===== config.mk =====
export PLATFORM = sky130hd
export DESIGN_NAME = pkt_tx_sequencer
export DESIGN_NICKNAME = d
export VERILOG_FILES = /design/src/rtl/pkt_tx_pkg.sv /design/src/rtl/txs_arbiter.sv /design/src/rtl/txs_ack_timer.sv /design/src/rtl/txs_crc32.sv /design/src/rtl/pkt_tx_sequencer.sv
export SDC_FILE = /design/constraint.sdc
export NUM_CORES = 1
export LEC_CHECK = 0
export ABC_CLOCK_PERIOD_IN_PS = 7200
export CORE_MARGIN = 2
export CORE_UTILIZATION = 42
export CTS_CLUSTER_DIAMETER = 120
export DETAILED_ROUTE_END_ITERATION = 16
export DONT_BUFFER_PORTS = 1
export SETUP_SLACK_MARGIN = 0.02
export SKIP_CTS_REPAIR_TIMING = 1
export SYNTH_ARGS = -nofsm -noshare
export SYNTH_HDL_FRONTEND = slang
export SYNTH_SLANG_ARGS = --single-unit

===== constraint.sdc =====
create_clock -name clk -period 7.2 [get_ports clk]
set_clock_uncertainty 0.1 [all_clocks]
set_input_delay 0.36 -clock clk [delete_from_list [all_inputs] [get_ports clk]]
set_output_delay 0.36 -clock clk [all_outputs]
set_load 0.01 [all_outputs]

===== src/rtl/pkt_tx_pkg.sv =====
package pkt_tx_pkg;

  typedef enum logic [1:0] {
    ST_IDLE,
    ST_ARB,
    ST_SEND,
    ST_WAIT
  } tx_state_e;

  localparam logic [1:0] RES_ACK  = 2'b01;
  localparam logic [1:0] RES_NACK = 2'b10;
  localparam logic [1:0] RES_TMO  = 2'b11;

  localparam int SYNC_COUNT = 2;
  localparam int HDR_COUNT  = 3;
  localparam int CRC_COUNT  = 4;

  localparam logic [31:0] CRC_POLY_REV = 32'hEDB88320;

  // One byte of reflected CRC-32, least significant bit first.
  function automatic logic [31:0] crc_step(logic [31:0] c, logic [7:0] b);
    logic [31:0] r;
    r = c ^ {24'd0, b};
    for (int i = 0; i < 8; i++) begin
      r = r[0] ? ((r >> 1) ^ CRC_POLY_REV) : (r >> 1);
    end
    return r;
  endfunction

endpackage


===== src/rtl/txs_arbiter.sv =====
module txs_arbiter #(
  parameter int CNT_W = 7
) (
  input  logic             clk,
  input  logic             rst_n,
  input  logic             active,
  input  logic             carrier,
  input  logic [CNT_W-1:0] need,
  output logic             granted
);
  logic [CNT_W-1:0] quiet_q;

  assign granted = active && !carrier && (quiet_q == need - CNT_W'(1));

  always_ff @(posedge clk) begin
    if (!rst_n || !active || carrier) begin
      quiet_q <= '0;
    end else if (!granted) begin
      quiet_q <= quiet_q + CNT_W'(1);
    end
  end
endmodule


===== src/rtl/txs_ack_timer.sv =====
module txs_ack_timer #(
  parameter int ACK_WAIT = 256
) (
  input  logic clk,
  input  logic rst_n,
  input  logic active,
  output logic expired
);
  localparam int TW = $clog2(ACK_WAIT + 1);

  logic [TW-1:0] cnt_q;

  assign expired = active && (cnt_q == TW'(ACK_WAIT - 1));

  always_ff @(posedge clk) begin
    if (!rst_n || !active) begin
      cnt_q <= '0;
    end else if (!expired) begin
      cnt_q <= cnt_q + TW'(1);
    end
  end
endmodule


===== src/rtl/txs_crc32.sv =====
module txs_crc32 import pkt_tx_pkg::*; (
  input  logic        clk,
  input  logic        rst_n,
  input  logic        clear,
  input  logic        update,
  input  logic [7:0]  din,
  output logic [31:0] crc_q
);
  always_ff @(posedge clk) begin
    if (!rst_n || clear) begin
      crc_q <= '1;
    end else if (update) begin
      crc_q <= crc_step(crc_q, din);
    end
  end
endmodule


===== src/rtl/pkt_tx_sequencer.sv =====
module pkt_tx_sequencer import pkt_tx_pkg::*; #(
  parameter int          ADDR_W    = 4,
  parameter int          LEN_W     = 8,
  parameter int          QUIET_CYC = 16,
  parameter int          SLOT_CYC  = 4,
  parameter int          ACK_WAIT  = 256,
  parameter logic [7:0]  SYNC_BYTE = 8'h96
) (
  input  logic              clk,
  input  logic              rst_n,
  input  logic [ADDR_W-1:0] node_id,
  input  logic              req_valid,
  input  logic [ADDR_W-1:0] req_dst,
  input  logic [LEN_W-1:0]  req_len,
  output logic              busy,
  input  logic              carrier,
  output logic [LEN_W-1:0]  buf_rd_addr,
  input  logic [7:0]        buf_rd_data,
  output logic              tx_valid,
  input  logic              tx_ready,
  output logic [7:0]        tx_data,
  input  logic              ack_valid,
  input  logic              ack_nack,
  output logic              done,
  output logic [1:0]        result
);
  localparam int NEED_MAX = QUIET_CYC + SLOT_CYC * ((1 << ADDR_W) - 1);
  localparam int CNT_W    = $clog2(NEED_MAX + 1);
  localparam int IDX_W    = LEN_W + 2;
  localparam int PAY_OFS  = SYNC_COUNT + HDR_COUNT;

  tx_state_e         state_q;
  logic [ADDR_W-1:0] dst_q;
  logic [LEN_W-1:0]  len_q;
  logic [IDX_W-1:0]  idx_q;
  logic              done_q;
  logic [1:0]        result_q;

  logic              accept, hs, granted, expired, crc_upd;
  logic [CNT_W-1:0]  need;
  logic [IDX_W-1:0]  pay_end, last_idx;
  logic [1:0]        crc_sel;
  logic [31:0]       crc_q, crc_out;

  assign accept   = req_valid && (state_q == ST_IDLE);
  assign hs       = (state_q == ST_SEND) && tx_ready;
  assign need     = CNT_W'(QUIET_CYC) + CNT_W'(SLOT_CYC) * CNT_W'(node_id);
  assign pay_end  = IDX_W'(PAY_OFS) + IDX_W'(len_q);
  assign last_idx = pay_end + IDX_W'(CRC_COUNT - 1);
  assign crc_sel  = 2'(idx_q - pay_end);
  assign crc_out  = ~crc_q;
  assign crc_upd  = hs && (idx_q >= IDX_W'(SYNC_COUNT)) && (idx_q < pay_end);

  assign busy        = (state_q != ST_IDLE);
  assign tx_valid    = (state_q == ST_SEND);
  assign buf_rd_addr = LEN_W'(idx_q - IDX_W'(PAY_OFS));
  assign done        = done_q;
  assign result      = result_q;

  txs_arbiter #(.CNT_W(CNT_W)) u_arb (
    .clk     (clk),
    .rst_n   (rst_n),
    .active  (state_q == ST_ARB),
    .carrier (carrier),
    .need    (need),
    .granted (granted)
  );

  txs_ack_timer #(.ACK_WAIT(ACK_WAIT)) u_tmr (
    .clk     (clk),
    .rst_n   (rst_n),
    .active  (state_q == ST_WAIT),
    .expired (expired)
  );

  txs_crc32 u_crc (
    .clk    (clk),
    .rst_n  (rst_n),
    .clear  (accept),
    .update (crc_upd),
    .din    (tx_data),
    .crc_q  (crc_q)
  );

  // Frame byte selection: sync, header, payload, inverted CRC (LS byte first)
  always_comb begin
    if (idx_q < IDX_W'(SYNC_COUNT)) begin
      tx_data = SYNC_BYTE;
    end else if (idx_q == IDX_W'(SYNC_COUNT)) begin
      tx_data = 8'(dst_q);
    end else if (idx_q == IDX_W'(SYNC_COUNT + 1)) begin
      tx_data = 8'(node_id);
    end else if (idx_q == IDX_W'(SYNC_COUNT + 2)) begin
      tx_data = 8'(len_q);
    end else if (idx_q < pay_end) begin
      tx_data = buf_rd_data;
    end else begin
      case (crc_sel)
        2'd0:    tx_data = crc_out[7:0];
        2'd1:    tx_data = crc_out[15:8];
        2'd2:    tx_data = crc_out[23:16];
        default: tx_data = crc_out[31:24];
      endcase
    end
  end

  always_ff @(posedge clk) begin
    if (!rst_n) begin
      state_q  <= ST_IDLE;
      dst_q    <= '0;
      len_q    <= '0;
      idx_q    <= '0;
      done_q   <= 1'b0;
      result_q <= 2'b00;
    end else begin
      done_q <= 1'b0;
      case (state_q)
        ST_IDLE: begin
          if (accept) begin
            dst_q   <= req_dst;
            len_q   <= req_len;
            idx_q   <= '0;
            state_q <= ST_ARB;
          end
        end
        ST_ARB: begin
          if (granted) state_q <= ST_SEND;
        end
        ST_SEND: begin
          if (hs) begin
            if (idx_q == last_idx) state_q <= ST_WAIT;
            else                   idx_q   <= idx_q + IDX_W'(1);
          end
        end
        ST_WAIT: begin
          if (ack_valid) begin
            done_q   <= 1'b1;
            result_q <= ack_nack ? RES_NACK : RES_ACK;
            state_q  <= ST_IDLE;
          end else if (expired) begin
            done_q   <= 1'b1;
            result_q <= RES_TMO;
            state_q  <= ST_IDLE;
          end
        end
        default: state_q <= ST_IDLE;
      endcase
    end
  end
endmodule


=== After elaboration in Yosys (flattened, before gate mapping) ===
Index checks and enable logic that the tools add are counted.

* Bitwise operators: 10
* Equality and inequality tests: 17
* Mux-type cells: 30
* Reductions and logical operators: 25
* Add/subtract/negate cells: 9
* $lt $le $gt $ge: 3

{| class="wikitable"
|+ Operators with widths
! operator !! number
|-
| $mux W32 || 8
|-
| $not A13 Y14 || 8
|-
| $mux W8 || 5
|-
| $not A32 Y32 || 1
|-
| $xor A32 B8 Y32 || 1
|-
| $mux W10 || 3
|-
| $pmux W8 S3 || 1
|-
| $eq A10 B2 Y1 const B || 2
|-
| $pmux W10 S2 || 1
|-
| $mux W2 || 9
|-
| $add A10 B1 Y10 const B || 1
|-
| $add A9 B2 Y10 const B || 1
|-
| $eq A10 B10 Y1 || 1
|-
| $eq A10 B3 Y1 const B || 1
|-
| $ge A10 B2 Y1 const B || 1
|-
| $lt A10 B2 Y1 const B || 1
|-
| $lt A10 B9 Y1 || 1
|-
| $add A3 B8 Y9 const A || 1
|-
| $add A9 B1 Y9 const B || 1
|-
| $eq A9 B8 Y1 const B || 1
|-
| $pmux W2 S4 || 1
|-
| $sub A8 B3 Y8 const B || 1
|-
| $add A5 B6 Y7 const A || 1
|-
| $add A7 B1 Y7 const B || 1
|-
| other kinds (17) || 41
|}

* Input port bits: 31
* Register bits after elaboration: 75
* Word-level logic and storage cells: 103

=== Depth between registers and ports, before layout ===
* Depth after elaboration: 26
* Depth in mapped cells: 16

=== By module ===
Synthesis repeated with hierarchy kept, for this count alone.

* Cells, all modules: 643
* Area total of the unflattened synthesis: 5746.8 um^2

{| class="wikitable"
|+ By module, submodules not included
! module !! sequential area each (um^2) !! cells an instance !! times used !! area each (um^2)
|-
| pkt_tx_sequencer || 540.5 || 340 || 1 || 2676.3
|-
| txs_crc32 || 640.6 || 179 || 1 || 2006.9
|-
| txs_arbiter || 140.1 || 76 || 1 || 636.9
|-
| txs_ack_timer || 180.2 || 48 || 1 || 426.7
|}

=== Least setup slack after synthesis ===
Ideal clock, no wire load.

* Kind: register -> register
* Start: register idx_q[1]
* End: register u_crc.crc_q[19]
* Library setup time: 0.069 ns
* Stages on the path, launching flop included: 14
* Arrival: 4.433 ns
* Path buffers: 3
* Slack: 2.598 ns
* Cells stage by stage: dfxtp_1 -> clkbuf_1 -> inv_1 -> fa_1 -> buf_1 -> mux4_2 -> and3_4 -> o2111a_1 -> or4_4 -> buf_6 -> xnor3_2 -> xor2_2 -> xnor3_1 -> o21ai_1

* Longest elaborated chain between the ends: 22
* Elaborated cells on any way between the ends: 34

{| class="wikitable"
|+ Ends and longest elaborated chain
! what !! RTL line !! source
|-
| start: declaration || pkt_tx_sequencer.sv:35 || <nowiki>logic [IDX_W-1:0] idx_q;</nowiki>
|-
| start signal: assignment || pkt_tx_sequencer.sv:132 || <nowiki>else idx_q <= idx_q + IDX_W'(1);</nowiki>
|-
| $sub A2 B2 Y2 || pkt_tx_sequencer.sv:50 || <nowiki>assign crc_sel = 2'(idx_q - pay_end);</nowiki>
|-
| $eq A2 B2 Y1, or another cell as far along || pkt_tx_sequencer.sv:98 || <nowiki>case (crc_sel)</nowiki>
|-
| $pmux W8 S3 || pkt_tx_sequencer.sv:98 ||
|-
| $mux W8 || pkt_tx_sequencer.sv:95 || <nowiki>end else if (idx_q < pay_end) begin</nowiki>
|-
| $mux W8 || pkt_tx_sequencer.sv:93 || <nowiki>end else if (idx_q == IDX_W'(SYNC_COUNT + 2)) begin</nowiki>
|-
| $mux W8 || pkt_tx_sequencer.sv:91 || <nowiki>end else if (idx_q == IDX_W'(SYNC_COUNT + 1)) begin</nowiki>
|-
| $mux W8 || pkt_tx_sequencer.sv:89 || <nowiki>end else if (idx_q == IDX_W'(SYNC_COUNT)) begin</nowiki>
|-
| $mux W8 || pkt_tx_sequencer.sv:87 || <nowiki>if (idx_q < IDX_W'(SYNC_COUNT)) begin</nowiki>
|-
| [5 not listed] || n/a ||
|-
| $not A13 Y14 (no source line) || n/a ||
|-
| $mux W32 (2 in a row) || pkt_tx_pkg.sv:25 || <nowiki>r = r[0] ? ((r >> 1) ^ CRC_POLY_REV) : (r >> 1);</nowiki>
|-
| $not A13 Y14 (no source line) || n/a ||
|-
| $mux W32 || pkt_tx_pkg.sv:25 ||
|-
| $not A13 Y14 (no source line) || n/a ||
|-
| $mux W32 || pkt_tx_pkg.sv:25 ||
|-
| $not A13 Y14 (no source line) || n/a ||
|-
| $mux W32 || pkt_tx_pkg.sv:25 ||
|-
| end signal: assignment || txs_crc32.sv:13 || <nowiki>crc_q <= crc_step(crc_q, din);</nowiki>
|-
| end: declaration || txs_crc32.sv:7 || <nowiki>output logic [31:0] crc_q</nowiki>
|}

Parallel ways exist; a longest one is shown, timed or not.
A chain may end at the register's enable or synchronous reset.

=== Worst setup path in the final report ===
* Start: register len_q[4]
* End: register u_crc.crc_q[19]

* Elaborated cells on any way between the ends: 24

{| class="wikitable"
|+ RTL lines
! what !! RTL line !! source
|-
| start: declaration || pkt_tx_sequencer.sv:34 || <nowiki>logic [LEN_W-1:0] len_q;</nowiki>
|-
| start signal: assignment || pkt_tx_sequencer.sv:121 || <nowiki>len_q <= req_len;</nowiki>
|-
| $add A3 B8 Y9 (*) || pkt_tx_sequencer.sv:48 || <nowiki>assign pay_end = IDX_W'(PAY_OFS) + IDX_W'(len_q);</nowiki>
|-
| $lt A10 B9 Y1 (*) || pkt_tx_sequencer.sv:95 ||
|-
| $mux W8 (*) || pkt_tx_sequencer.sv:95 ||
|-
| $mux W8 (*) || pkt_tx_sequencer.sv:93 ||
|-
| $mux W8 (*) || pkt_tx_sequencer.sv:91 ||
|-
| $mux W8 (*) || pkt_tx_sequencer.sv:89 ||
|-
| $mux W8 (*) || pkt_tx_sequencer.sv:87 ||
|-
| net tx_data[6] || pkt_tx_sequencer.sv:21 || <nowiki>output logic [7:0] tx_data,</nowiki>
|-
| $xor A32 B8 Y32 (*) || pkt_tx_pkg.sv:23 || <nowiki>r = c ^ {24'd0, b};</nowiki>
|-
| $not A13 Y14 (no source line) || n/a ||
|-
| $mux W32 (*) (7 in a row) || pkt_tx_pkg.sv:25 ||
|-
| $not A13 Y14 (no source line) || n/a ||
|-
| $mux W32 (*) || pkt_tx_pkg.sv:25 ||
|}

The timed path passes the listed nets; every way through them passes the cells marked *.

==> flow_summary_export.csv <==
group,metric,value,unit
final_layout,mostFrequentLayoutCells,"86 x nand2_1, 75 x dfxtp_1, 61 x xnor2_1",
synthesis,syn_inst,645,
place,dpl.hpwl,10.6,mm
die,start_util,0.429,
synthesis,ys_types,75,
synthesis,syn_nets,697,
final_layout,finalNetCount,673,
cts,numClockSinks,75,
pwr,power.internal,889,uW
die,row_count,41,
die,io_pins,52,
cts,cts-htree-levels,3,
die,dieWidth,117,um
pwr,swShare,0.322,
synthesis,netlist_area,0.00539,mm2
place,place.port_buffers,0,
worst_setup_path,cp-end-kind,"register",
synthesis,async_flop_share,0,
cts,numCtsBuffers,9,
die,dieArea,0.0138,mm2
pwr,combinationalPowerShare,0.242,
synthesis,synth_top_cell_by_area,"dfxtp_1",
outcome,status,"finished, final reports clean",
job,drv_cap,0,
cts,clock_path_buffers,2,
cts,clk_pin_slew,60,ps
sta,fmax,198,MHz
place,gp_congestion,0.905,
cts,cts_tree,"built",
pwr,ir_drop,0.164,mV
sta,worst_pin_slew,981,ps
grt,antenna_found_initial,0,
die,coreArea,0.0126,mm2
grt,grt_pass1_vias,4269,
worst_setup_path,crit_required,7380,ps
final_layout,layout_commonest_cell,"nand2_1",
final_layout,drive_gt1_frac,0.0799,
route,vias_per_cell,5.73,
grt,grt_first_pass_wirelength,22.7,mm
route,num_vias,4573,
pwr,power_switching,423,uW
sta,period_minus_slack,5050,ps
sta,rsz0062_at_grt,"false",
grt,grt_start_max_net_pins,65,
route,drc_errors,0,
pwr,power_leakage,0.00218,uW
worst_setup_path,crit_path_start_kind,"register",
min_path,hp-class,"input pin to register",
final_layout,diodes,0,
cts,cts-root-buf,"clkbuf_16",
worst_setup_path,worstPathMaxFanout,14,
sta,max-slew-margin-rel,0.339,
synthesis,ys.flop_type,"dfxtp_1",
sta,finalCritPeriodShare,0.701,
grt,grt_usage,0.217,
sta,finalMaxSlewViolations,0,
pwr,clkPwrFrac,0.399,
route,wl_per_cell,17.7,um
synthesis,synth_area_per_cell,8.36,um2
route,drt_iter0_drc,320,
worst_setup_path,path_class,"register to register",
place,placed_cells,782,
die,die_y,117,um
sta,finalSetupTns,0,ps
cts,clk_latency,350,ps
route,totalWireLength,14.1,mm
sta,hold_viol,0,
synthesis,synth_seq_cells,75,
final_layout,stdcell_count,798,
worst_setup_path,critical_path_arrival,5230,ps
pwr,seqPwrFrac,0.359,
sta,setup_viol,0,
route,first_pass_iters,5,
synthesis,synth_enable_flop_cells,0,
synthesis,yosys_warnings,0,
synthesis,ys_top_cells_by_area,"dfxtp_1 28%, xnor2_1 9.9%, xor2_1 6.3%",
pwr,power_density,226,mW/mm2
final_layout,syn_to_final_growth,7.71,%
synthesis,yosysSeqAreaShare,0.279,
grt,gr-total-overflow,0,
synthesis,yosysTopAreaCellShare,0.279,
route,ant_nets,0,
==> sequential cells by signal, summed over array words and instances, names as in the netlist <==
register	count
u_tmr.cnt_q	9
done	1
len_q	8
state_q	2
result	2
dst_q	4
u_arb.quiet_q	7
idx_q	10
u_crc.crc_q	32
==> power groups by stage <==
stage / Combinational (uW) / Sequential (uW) / Clock (uW)
after floorplan: 261 / 458 / 0
after global placement: 308 / 476 / 0
after detailed placement: 315 / 479 / 0
after CTS: 316 / 470 / 534
after global routing: 352 / 474 / 551
final: 317 / 470 / 524
==> per-layer routing <==
layer / share of wire / GRT usage / routed length, um / vias to the layer above
met5: 0 / 0 / 0 / -
met4: 0.023 / 0.0933 / 323 / 0
met3: 0.066 / 0.0551 / 929 / 27
met2: 0.46 / 0.339 / 6550 / 142
met1: 0.45 / 0.285 / 6320 / 2178
li1: - / - / - / 2226
==> cell type report <==
class	count	area, um2
Clock inverter	6	113
Fill cell	1221	6760
Inverter	18	67.6
Tap cell	172	215
Timing Repair Buffer	1	7.51
Clock buffer	10	229
Sequential cell	75	1500
Multi-Input combinational cell	516	3670
==> final timing paths <==
check	from	end	slack [ps]	cells after the start
min	rst_n	result[0]	40	1
max reg2reg	len_q[4]	u_crc.crc_q[19]	2150	15
min reg2reg	dst_q[0]	dst_q[0]	370	2
max	len_q[4]	u_crc.crc_q[19]	2150	15
==> synthesized netlist by cell type (all sizes together), types with 6 or more instances <==
library cell	n
and3	9
dfxtp	75
a21o	8
clkbuf	24
o211ai	27
ha	20
a21oi	32
inv	18
buf	12
mux4	8
nor3	12
a21boi	14
nand2	86
or3	7
nand3	24
nand4	6
nor2	50
o21ai	29
xnor2	63
nor4	6
xor2	43
==> metrics by stage <==
stage                     cell area, um2  hold slack, ps  utilization  total power [uW]  worst slack, ps
after global placement              5460             353        0.435               784             2280
after global routing                5810            39.0        0.462              1380             1790
after CTS                           5810            34.6        0.462              1320             2160
final                               5810            44.3        0.462              1310             2150
after floorplan                     5390             343            -               719             2600
after detailed placement            5460             368        0.435               794             2200
==> cells by family after synthesis <==
| logic type | count (synthesis) | share of synthesized area |
|---|---|---|
| flip-flops | 75 | 0.279 |
| XOR/XNOR | 109 | 0.195 |
| buffers and inverters | 54 | 0.0434 |
| multiplexers | 11 | 0.0392 |
| AND/OR/NAND/NOR | 221 | 0.191 |
| adder cells (fa/ha/maj) | 22 | 0.0522 |
| AO/OA/AOI/OAI | 153 | 0.200 |
==> worst max-delay path: stages, from the launching register on <==
cell,delay [ps]
dfxtp_1,510
ha_1,320
nand3_1,100
nor2_1,280
xnor2_1,200
ha_1,280
a21o_1,190
a211o_1,300
a211o_1,420
a21o_1,240
a32o_1,310
xor2_1,550
xnor3_2,530
xor2_2,180
xnor3_1,340
o21ai_1,110
Note: power is estimated with default switching activity, not from simulation.
